[src/rtl/gpio_irq_pkg.sv]
package gpio_irq_pkg;

   localparam int unsigned MAX_LINES = 24;

   localparam logic [7:0] OFS_ENABLE = 8'h90;
   localparam logic [7:0] OFS_MODE   = 8'h94;
   localparam logic [7:0] OFS_FLTEN  = 8'h98;
   localparam logic [7:0] OFS_PERIOD = 8'h9C;

   localparam logic [7:0] RESET_PERIOD = 8'hFF;

endpackage

[src/rtl/gpio_irq_regs.sv]
module gpio_irq_regs
   import gpio_irq_pkg::*;
#(
   parameter int unsigned NLINES   = 24,
   parameter int unsigned PERIOD_W = 8,
   parameter int unsigned ADDR_W   = 8,
   parameter int unsigned DATA_W   = 32
) (
   input  logic                clk,
   input  logic                rst_n,
   input  logic                we_i,
   input  logic [ADDR_W-1:0]   addr_i,
   input  logic [DATA_W-1:0]   wdata_i,
   output logic [DATA_W-1:0]   rdata_o,
   output logic [NLINES-1:0]   en_o,
   output logic [NLINES-1:0]   both_o,
   output logic [NLINES-1:0]   flten_o,
   output logic [PERIOD_W-1:0] period_o
);

   localparam logic [ADDR_W-1:0] A_EN  = ADDR_W'(OFS_ENABLE);
   localparam logic [ADDR_W-1:0] A_MD  = ADDR_W'(OFS_MODE);
   localparam logic [ADDR_W-1:0] A_FE  = ADDR_W'(OFS_FLTEN);
   localparam logic [ADDR_W-1:0] A_PER = ADDR_W'(OFS_PERIOD);
   localparam logic [PERIOD_W-1:0] PER_INIT = PERIOD_W'(RESET_PERIOD);

   logic [NLINES-1:0]   en_q, both_q, flten_q;
   logic [PERIOD_W-1:0] period_q;

   always_ff @(posedge clk or negedge rst_n) begin
      if (!rst_n) begin
         en_q     <= '0;
         both_q   <= '0;
         flten_q  <= '0;
         period_q <= PER_INIT;
      end else if (we_i) begin
         case (addr_i)
            A_EN:    en_q     <= wdata_i[NLINES-1:0];
            A_MD:    both_q   <= wdata_i[NLINES-1:0];
            A_FE:    flten_q  <= wdata_i[NLINES-1:0];
            A_PER:   period_q <= wdata_i[PERIOD_W-1:0];
            default: ;
         endcase
      end
   end

   always_comb begin
      rdata_o = '0;
      case (addr_i)
         A_EN:    rdata_o = DATA_W'(en_q);
         A_MD:    rdata_o = DATA_W'(both_q);
         A_FE:    rdata_o = DATA_W'(flten_q);
         A_PER:   rdata_o = DATA_W'(period_q);
         default: rdata_o = '0;
      endcase
   end

   assign en_o     = en_q;
   assign both_o   = both_q;
   assign flten_o  = flten_q;
   assign period_o = period_q;


   en_write_chk: assert property (@(posedge clk) disable iff (!rst_n)
      (we_i && addr_i == A_EN) |=> (en_o == $past(wdata_i[NLINES-1:0])));

endmodule

[src/rtl/gpio_irq_filter.sv]
module gpio_irq_filter #(
   parameter int unsigned PERIOD_W = 8
) (
   input  logic                clk,
   input  logic                rst_n,
   input  logic                raw_i,
   input  logic [PERIOD_W-1:0] period_i,
   output logic                level_o
);

   logic                level_q;
   logic [PERIOD_W-1:0] cnt_q;
   logic [PERIOD_W:0]   cnt_next;
   logic                reached;

   assign cnt_next = {1'b0, cnt_q} + (PERIOD_W+1)'(1);
   assign reached  = (cnt_next >= {1'b0, period_i});

   always_ff @(posedge clk or negedge rst_n) begin
      if (!rst_n) begin
         level_q <= 1'b0;
         cnt_q   <= '0;
      end else if (raw_i != level_q) begin
         if (reached) begin
            level_q <= raw_i;
            cnt_q   <= '0;
         end else begin
            cnt_q   <= cnt_next[PERIOD_W-1:0];
         end
      end else begin
         cnt_q <= '0;
      end
   end

   assign level_o = level_q;


   level_toward_raw_chk: assert property (@(posedge clk) disable iff (!rst_n)
      (level_q != $past(level_q)) |-> (level_q == $past(raw_i)));


   level_hold_chk: assert property (@(posedge clk) disable iff (!rst_n)
      ($past(raw_i) == $past(level_q)) |-> $stable(level_q));

endmodule

[src/rtl/gpio_irq_shaper.sv]
module gpio_irq_shaper (
   input  logic clk,
   input  logic rst_n,
   input  logic raw_i,
   input  logic level_i,
   input  logic en_i,
   input  logic both_i,
   input  logic flten_i,
   output logic irq_o
);

   logic level_d;

   always_ff @(posedge clk or negedge rst_n) begin
      if (!rst_n) level_d <= 1'b0;
      else        level_d <= level_i;
   end

   always_comb begin
      if (!en_i)
         irq_o = 1'b0;
      else if (both_i)
         irq_o = flten_i ? ~(level_i ^ level_d) : 1'b1;
      else
         irq_o = flten_i ? level_i : raw_i;
   end

endmodule

[src/rtl/gpio_irq_frontend.sv]
module gpio_irq_frontend
   import gpio_irq_pkg::*;
#(
   parameter int unsigned NLINES   = 24,
   parameter int unsigned PERIOD_W = 8,
   parameter int unsigned ADDR_W   = 8,
   parameter int unsigned DATA_W   = 32
) (
   input  logic              clk,
   input  logic              rst_n,
   input  logic              reg_we,
   input  logic [ADDR_W-1:0] reg_addr,
   input  logic [DATA_W-1:0] reg_wdata,
   output logic [DATA_W-1:0] reg_rdata,
   input  logic [NLINES-1:0] line_in,
   output logic [NLINES-1:0] irq_out
);

   generate
      if (NLINES < 1 || NLINES > MAX_LINES) begin : g_bad_lines
         $error("NLINES out of range");
      end
      if (DATA_W < NLINES || DATA_W < PERIOD_W) begin : g_bad_data
         $error("DATA_W too narrow");
      end
      if (ADDR_W < 8) begin : g_bad_addr
         $error("ADDR_W cannot hold the register offsets");
      end
      if (PERIOD_W < 1 || PERIOD_W > 16) begin : g_bad_period
         $error("PERIOD_W out of range");
      end
   endgenerate

   logic [NLINES-1:0]   en, both, flten, level;
   logic [PERIOD_W-1:0] period;

   gpio_irq_regs #(
      .NLINES(NLINES), .PERIOD_W(PERIOD_W), .ADDR_W(ADDR_W), .DATA_W(DATA_W)
   ) regs_i (
      .clk(clk), .rst_n(rst_n), .we_i(reg_we), .addr_i(reg_addr),
      .wdata_i(reg_wdata), .rdata_o(reg_rdata), .en_o(en), .both_o(both),
      .flten_o(flten), .period_o(period)
   );

   for (genvar i = 0; i < NLINES; i++) begin : g_line
      gpio_irq_filter #(.PERIOD_W(PERIOD_W)) filt_i (
         .clk(clk), .rst_n(rst_n), .raw_i(line_in[i]),
         .period_i(period), .level_o(level[i])
      );

      gpio_irq_shaper shp_i (
         .clk(clk), .rst_n(rst_n), .raw_i(line_in[i]), .level_i(level[i]),
         .en_i(en[i]), .both_i(both[i]), .flten_i(flten[i]), .irq_o(irq_out[i])
      );


      disabled_low_chk: assert property (@(posedge clk) disable iff (!rst_n)
         !en[i] |-> !irq_out[i]);


      both_nofilter_idle_chk: assert property (@(posedge clk) disable iff (!rst_n)
         (en[i] && both[i] && !flten[i]) |-> irq_out[i]);
   end

endmodule

[config.mk]
export PLATFORM = sky130hd
export DESIGN_NAME = gpio_irq_frontend
export DESIGN_NICKNAME = d
export VERILOG_FILES = /design/src/rtl/gpio_irq_pkg.sv /design/src/rtl/gpio_irq_regs.sv /design/src/rtl/gpio_irq_filter.sv /design/src/rtl/gpio_irq_shaper.sv /design/src/rtl/gpio_irq_frontend.sv
export SDC_FILE = /design/constraint.sdc
export NUM_CORES = 1
export LEC_CHECK = 0
export CAP_MARGIN = 30
export CELL_PAD_IN_SITES_DETAIL_PLACEMENT = 1
export CELL_PAD_IN_SITES_GLOBAL_PLACEMENT = 1
export CORE_ASPECT_RATIO = 0.6
export CORE_UTILIZATION = 44
export CTS_CLUSTER_DIAMETER = 80
export DETAILED_ROUTE_END_ITERATION = 10
export PLACE_DENSITY = 0.74
export SLEW_MARGIN = 10
export SYNTH_ARGS = -nofsm -noshare
export SYNTH_HDL_FRONTEND = slang
export SYNTH_HIERARCHICAL = 1
export SYNTH_SLANG_ARGS = --single-unit
[constraint.sdc]
create_clock -name clk -period 2.5 [get_ports clk]
set_input_delay 0.75 -clock clk [delete_from_list [all_inputs] [get_ports clk]]
set_output_delay 0.75 -clock clk [all_outputs]
set_load 0.01 [all_outputs]
-- Word level (Yosys, flattened, before mapping)
Cells that the tools add are included.
- add/sub/neg operators: 24
- magnitude comparators: 24
- equal/unequal tests: 28
- muxes and demuxes: 145
- bitwise operators: 48
- reductions and logical operators: 28
- operator list (operator ; number):
    2-to-1 mux 8 bit ; 48
    adder 8 x 1 -> 9 bit (second input constant) ; 24
    >= comparator 9 x 8 -> 1 bit ; 24
    2-to-1 mux 1 bit ; 96
    case mux 24 bit (4 select lines) ; 1
    AND reduction 2 bit ; 28
    == test 8 bit (second input constant) ; 4
    inequality test 1 bit ; 24
    NOT 1 bit ; 24
    XOR 1 bit ; 24
- bits in registers: 320
- bits of input ports: 67
- output and inout bits: 56
- logic and storage cells: 373

-- Longest topological paths before layout
- word-level depth: 5
- mapped depth: 9

-- Cells and area by module
The synthesis kept the hierarchy.
- by module, submodules not included (module ; instances ; cells each ; area each (µm²)):
    gpio_irq_filter ; 24 ; 61 ; 645.6
    gpio_irq_regs ; 1 ; 278 ; 3965.1
    gpio_irq_shaper ; 24 ; 6 ; 60.1

-- Least setup slack after synthesis
No wires, ideal clock.
- path type: input to output
- start: input port reg_addr[6]
- end: output port reg_rdata[13]
- arrival: 1849 ps
- data required time: 1750 ps
- setup slack: -99 ps
- stages: 5
- path through: and4bb_2 -> buf_4 -> nand2_1 -> clkbuf_1 -> a21oi_1
- longest elaborated chain between the ends: 2
- elaborated cells on any way between the ends: 5
- those cells by class: 4 x eq/ne; 1 x mux
- RTL lines (element ; line ; RTL):
    start, declared ; gpio_irq_frontend.sv:12 ; input logic [ADDR_W-1:0] reg_addr,
    == test 8 bit ; gpio_irq_regs.sv:49 ; case (addr_i)
    case mux 24 bit (4 select lines) (*) ; gpio_irq_regs.sv:49 ;
    end, declared ; gpio_irq_frontend.sv:14 ; output logic [DATA_W-1:0] reg_rdata,
Every way passes the cells marked *; elsewhere a longest branch is shown, timed or not.

-- Worst setup path in the final report
- start: register g_line[15].filt_i.cnt_q[1]
- end: register g_line[15].filt_i.cnt_q[2]
- longest elaborated chain between the ends: 4
- RTL lines (element ; line ; RTL):
    start, declared ; gpio_irq_filter.sv:12 ; logic [PERIOD_W-1:0] cnt_q;
    start signal, assigned ; gpio_irq_filter.sv:28 ; cnt_q <= cnt_next[PERIOD_W-1:0];
    adder 8 x 1 -> 9 bit (*) ; gpio_irq_filter.sv:16 ; assign cnt_next = {1'b0, cnt_q} + (PERIOD_W+1)'(1);
    >= comparator 9 x 8 -> 1 bit ; gpio_irq_filter.sv:17 ; assign reached = (cnt_next >= {1'b0, period_i});
    2-to-1 mux 8 bit (*) ; gpio_irq_filter.sv:24 ; if (reached) begin
    2-to-1 mux 8 bit (*) ; gpio_irq_filter.sv:23 ; end else if (raw_i != level_q) begin
Marked as above.
A chain may end at the register's enable or synchronous reset.

==> results.txt <==
Final Instance Area: 0.0296 mm²
Layout Utilization: 0.635
Remaining design rule violation count: 0
Arrival time worst endpoint: 3.32 ns
Total Die Area: 0.0484 mm²
Htree depth: 2
Buffering stage count on the worst path with inverters included: 1
Total global routing overflow: 0
Result of the run: finished with violations
Clock tree from TritonCTS: done
Length of the first detailed-routing pass in iterations: 5
Height of the chip: 171 µm
Netlist area before placement: 0.0209 mm²
Synth Area per Inst: 11.1 µm²
Register area share after synthesis: 0.384
Area growth syn-to-layout: 41.4%
Top cell type by total area after synthesis: dfrtp_1
Proportion of netlist area held by the largest area contributor: 0.374
Critical path start-end classification: flop to flop
Wire per inst: 26.1 µm
Number of buffers added to fix hold violations after cts: 0
Final number of max-transition violations: 0
Total number of placement rows: 61
Layout cell share with drive strength beyond 1: 0.462
Total met3 wirelength after detailed routing: 3.68 mm
Yosys cell types: 41
Total clock buffers created by CTS: 35
Top Metal Used: met4
Worst path cell trace: nand2_1 > nor3_2 > xor2_1 > ha_1 > and3_1 > a221oi_2 > o211ai_4 > buf_12 > nor3b_1
Initial core utilization: 0.449
Setup repair after global routing missed its margin: yes
Max VDD drop: 0.474 mV
Core Region: 0.0466 mm²
# setup viols final: 93
Period minus WS final: 2.90 ns
Power Dens Cells: 714 mW/mm²
Clock tree root buffer cell: clkbuf_16
Worst min-delay path category: primary input to async pin
Maximum fanout encountered on the critical timing path: 8
Nets: 2733
Worst-case headroom to the max-slew limit: 0.244
Placed Area: 0.0243 mm²
Number of port buffers: 106
Clk sink count: 320
Final Hold Fails: 0
Synth Warn #: 6
Detail Placement HPWL: 43.6 mm
Worst setup margin: -0.397 ns
Share of the clock period used by the worst path: 1.16
Count of max-cap constraint violations: 0
Total routing resource utilization after global routing: 0.269
Skew final: 0.0234 ns
Critical path launch point type: flop
Actual transition at the worst max-transition pin: 1.13 ns
Violations in the final reports: setup timing
Slowest cell on crit path: a221oi_2
Initial antenna violation count: 2
Leakage power summed over all cells: 13.8 nW
Routed vias/inst: 5.75
Top cells by area in the synthesized netlist: dfrtp_1 37%, ha_1 13%, nor3b_1 6.0%, xor2_1 4.0%, mux2_4 3.2%
Clock latency of the later-clocked register in the worst-skew pair: 0.55 ns
Post-Syn Instances: 1886
Wire length of the first global-routing pass: 103 mm
Via Count: 17868
Top-level port count: 123
F_max: 0.345 GHz
Cell family with the largest share of critical-path delay: simple AND/OR/NAND/NOR gates
Required time of the critical path: 2.92 ns
Routed met2 length: 40.2 mm
Clock transition time at the flip-flop clock pins of the worst setup and hold paths: 0.07 ns
Post-detailed-routing wire length: 81.2 mm
FF+latch count, synth: 320
DRT iter0 DRCs: 985
Delay of the slowest cell on the worst path: 0.47 ns
Deepest clock path buffer count: 3
Crit. End Element: flop
Number of global-route vias before repair: 18189
ANT nets after route: 0
Largest net degree at the start of global routing: 55
Global placement routability congestion: 0.820
Routed metal-1 wire length: 32.8 mm
Die boundary width: 283 µm
final cells by class:
class / instances / area (µm²)
antenna: 1 / 2.50
sequential: 320 / 8070
clock inverter: 10 / 136
multi-input combinational: 1379 / 14100
fill: 4661 / 17000
tap: 630 / 788
timing repair buffer: 546 / 4750
clock buffer: 53 / 1080
inverter: 168 / 631
cells by family after synthesis:
kind of cell,Yosys count,share of synthesized area
compound gates,208,0.0972
xor+xnor,168,0.0704
fa+ha+maj,216,0.129
buf+inv,194,0.0400
flops,320,0.384
mux,176,0.105
other cells,1,0.000179
simple gates,603,0.174
path summary, 6_finish.rpt:
path	start	endpoint	slack, ns	cells past startpoint
setup / recovery	g_line[15].filt_i/cnt_q[1]$_DFF_PN0_	g_line[15].filt_i/cnt_q[2]$_DFF_PN0_	-0.40	9
hold / removal	rst_n	g_line[1].filt_i/level_o$_DFFE_PN0P_	0.15	1
setup reg to reg	g_line[15].filt_i/cnt_q[1]$_DFF_PN0_	g_line[15].filt_i/cnt_q[2]$_DFF_PN0_	-0.40	9
hold reg to reg	g_line[20].filt_i/level_o$_DFFE_PN0P_	g_line[20].shp_i/level_d$_DFF_PN0_	0.45	0
max in group asynchronous	rst_n	regs_i/period_o[6]$_DFFE_PN1P_	1.54	2
min in group clk	g_line[20].filt_i/level_o$_DFFE_PN0P_	g_line[20].shp_i/level_d$_DFF_PN0_	0.45	0
layer usage:
layer | GRT usage | vias up
li1 | - | 7781
met1 | 0.350 | 9281
met2 | 0.467 | 546
met3 | 0.0357 | 260
met4 | 0.0860 | 0
met5 | 0 | -
placed cells by master (no fill, tap or decap), drive strengths merged, types with 24 or more instances in the layout:
| master | instances |
|---|---|
| nor2 | 50 |
| xor2 | 96 |
| mux2 | 128 |
| and3 | 32 |
| a31oi | 24 |
| mux2i | 40 |
| o21ai | 24 |
| dfrtp | 312 |
| nor3 | 48 |
| dlygate4sd2 | 24 |
| inv | 169 |
| clkbuf | 60 |
| xnor2 | 72 |
| a21o | 72 |
| or3 | 24 |
| nand3 | 96 |
| ha | 216 |
| buf | 486 |
| nand2 | 137 |
| nor3b | 168 |
| clkdlybuf4s50 | 25 |
| a221oi | 24 |
| nand2b | 24 |
| a21oi | 40 |
| o211ai | 24 |
registers in the layout (all words and copies together), names as in the netlist:
register,cells
regs_i/flten_o,24
g_line.filt_i/level_o,24
regs_i/period_o,8
g_line.shp_i/level_d,24
regs_i/both_o,24
regs_i/en_o,24
g_line.filt_i/cnt_q,192
Yosys cell counts (all sizes together):
master,count
xor2,96
and3,32
nand3,96
nor3,48
a21o,72
dfstp,8
mux2,128
nor3b,168
nor2,50
nor2b,1
buf,23
clkbuf,3
o21ai,24
a21oi,40
mux2i,40
ha,216
or2,16
a221oi,24
and2b,1
inv,168
or3,24
and2,1
dfrtp,312
nand2b,24
xnor2,72
and4bb,1
nand4,3
mux4,8
a31oi,24
conb,1
o211ai,24
nand2,137
and4,1
power by group:
part	internal (mW)	leakage (nW)	total (mW)	switching, mW
sequential	5.89	4.23	6.74	0.854
combinational	4.23	9.02	8.68	4.44
clock	3.30	0.588	5.69	2.39
total	13.4	13.8	21.1	7.69
through the flow:
| stage | setup slack (ns) | instances | total power [mW] | hold slack [ns] | setup TNS (ns) |
|---|---|---|---|---|---|
| 4_1_cts | -0.165 | 2976 | 19.5 | 0.156 | -1.46 |
| 2_1_floorplan | 0.0261 | 1893 | 10.3 | 0.446 | 0 |
| 3_5_place_dp | -0.977 | 2786 | 13.2 | 0.477 | -48.22 |
| 3_3_place_gp | -0.956 | 2786 | 12.8 | 0.460 | -40.37 |
| 5_1_grt | -0.483 | 3107 | 21.9 | 0.174 | -20.63 |
| 6_report | -0.397 | 3107 | 21.1 | 0.151 | -9.93 |
timing repair:
action / in CTS / in global routing
gates cloned: 2 / 2
setup endpoints to repair: 198 / 249
pin swaps: 107 / 192
gates resized for setup: 399 / 304
setup buffers: 126 / 127
Note: power is estimated with default switching activity, not from simulation.
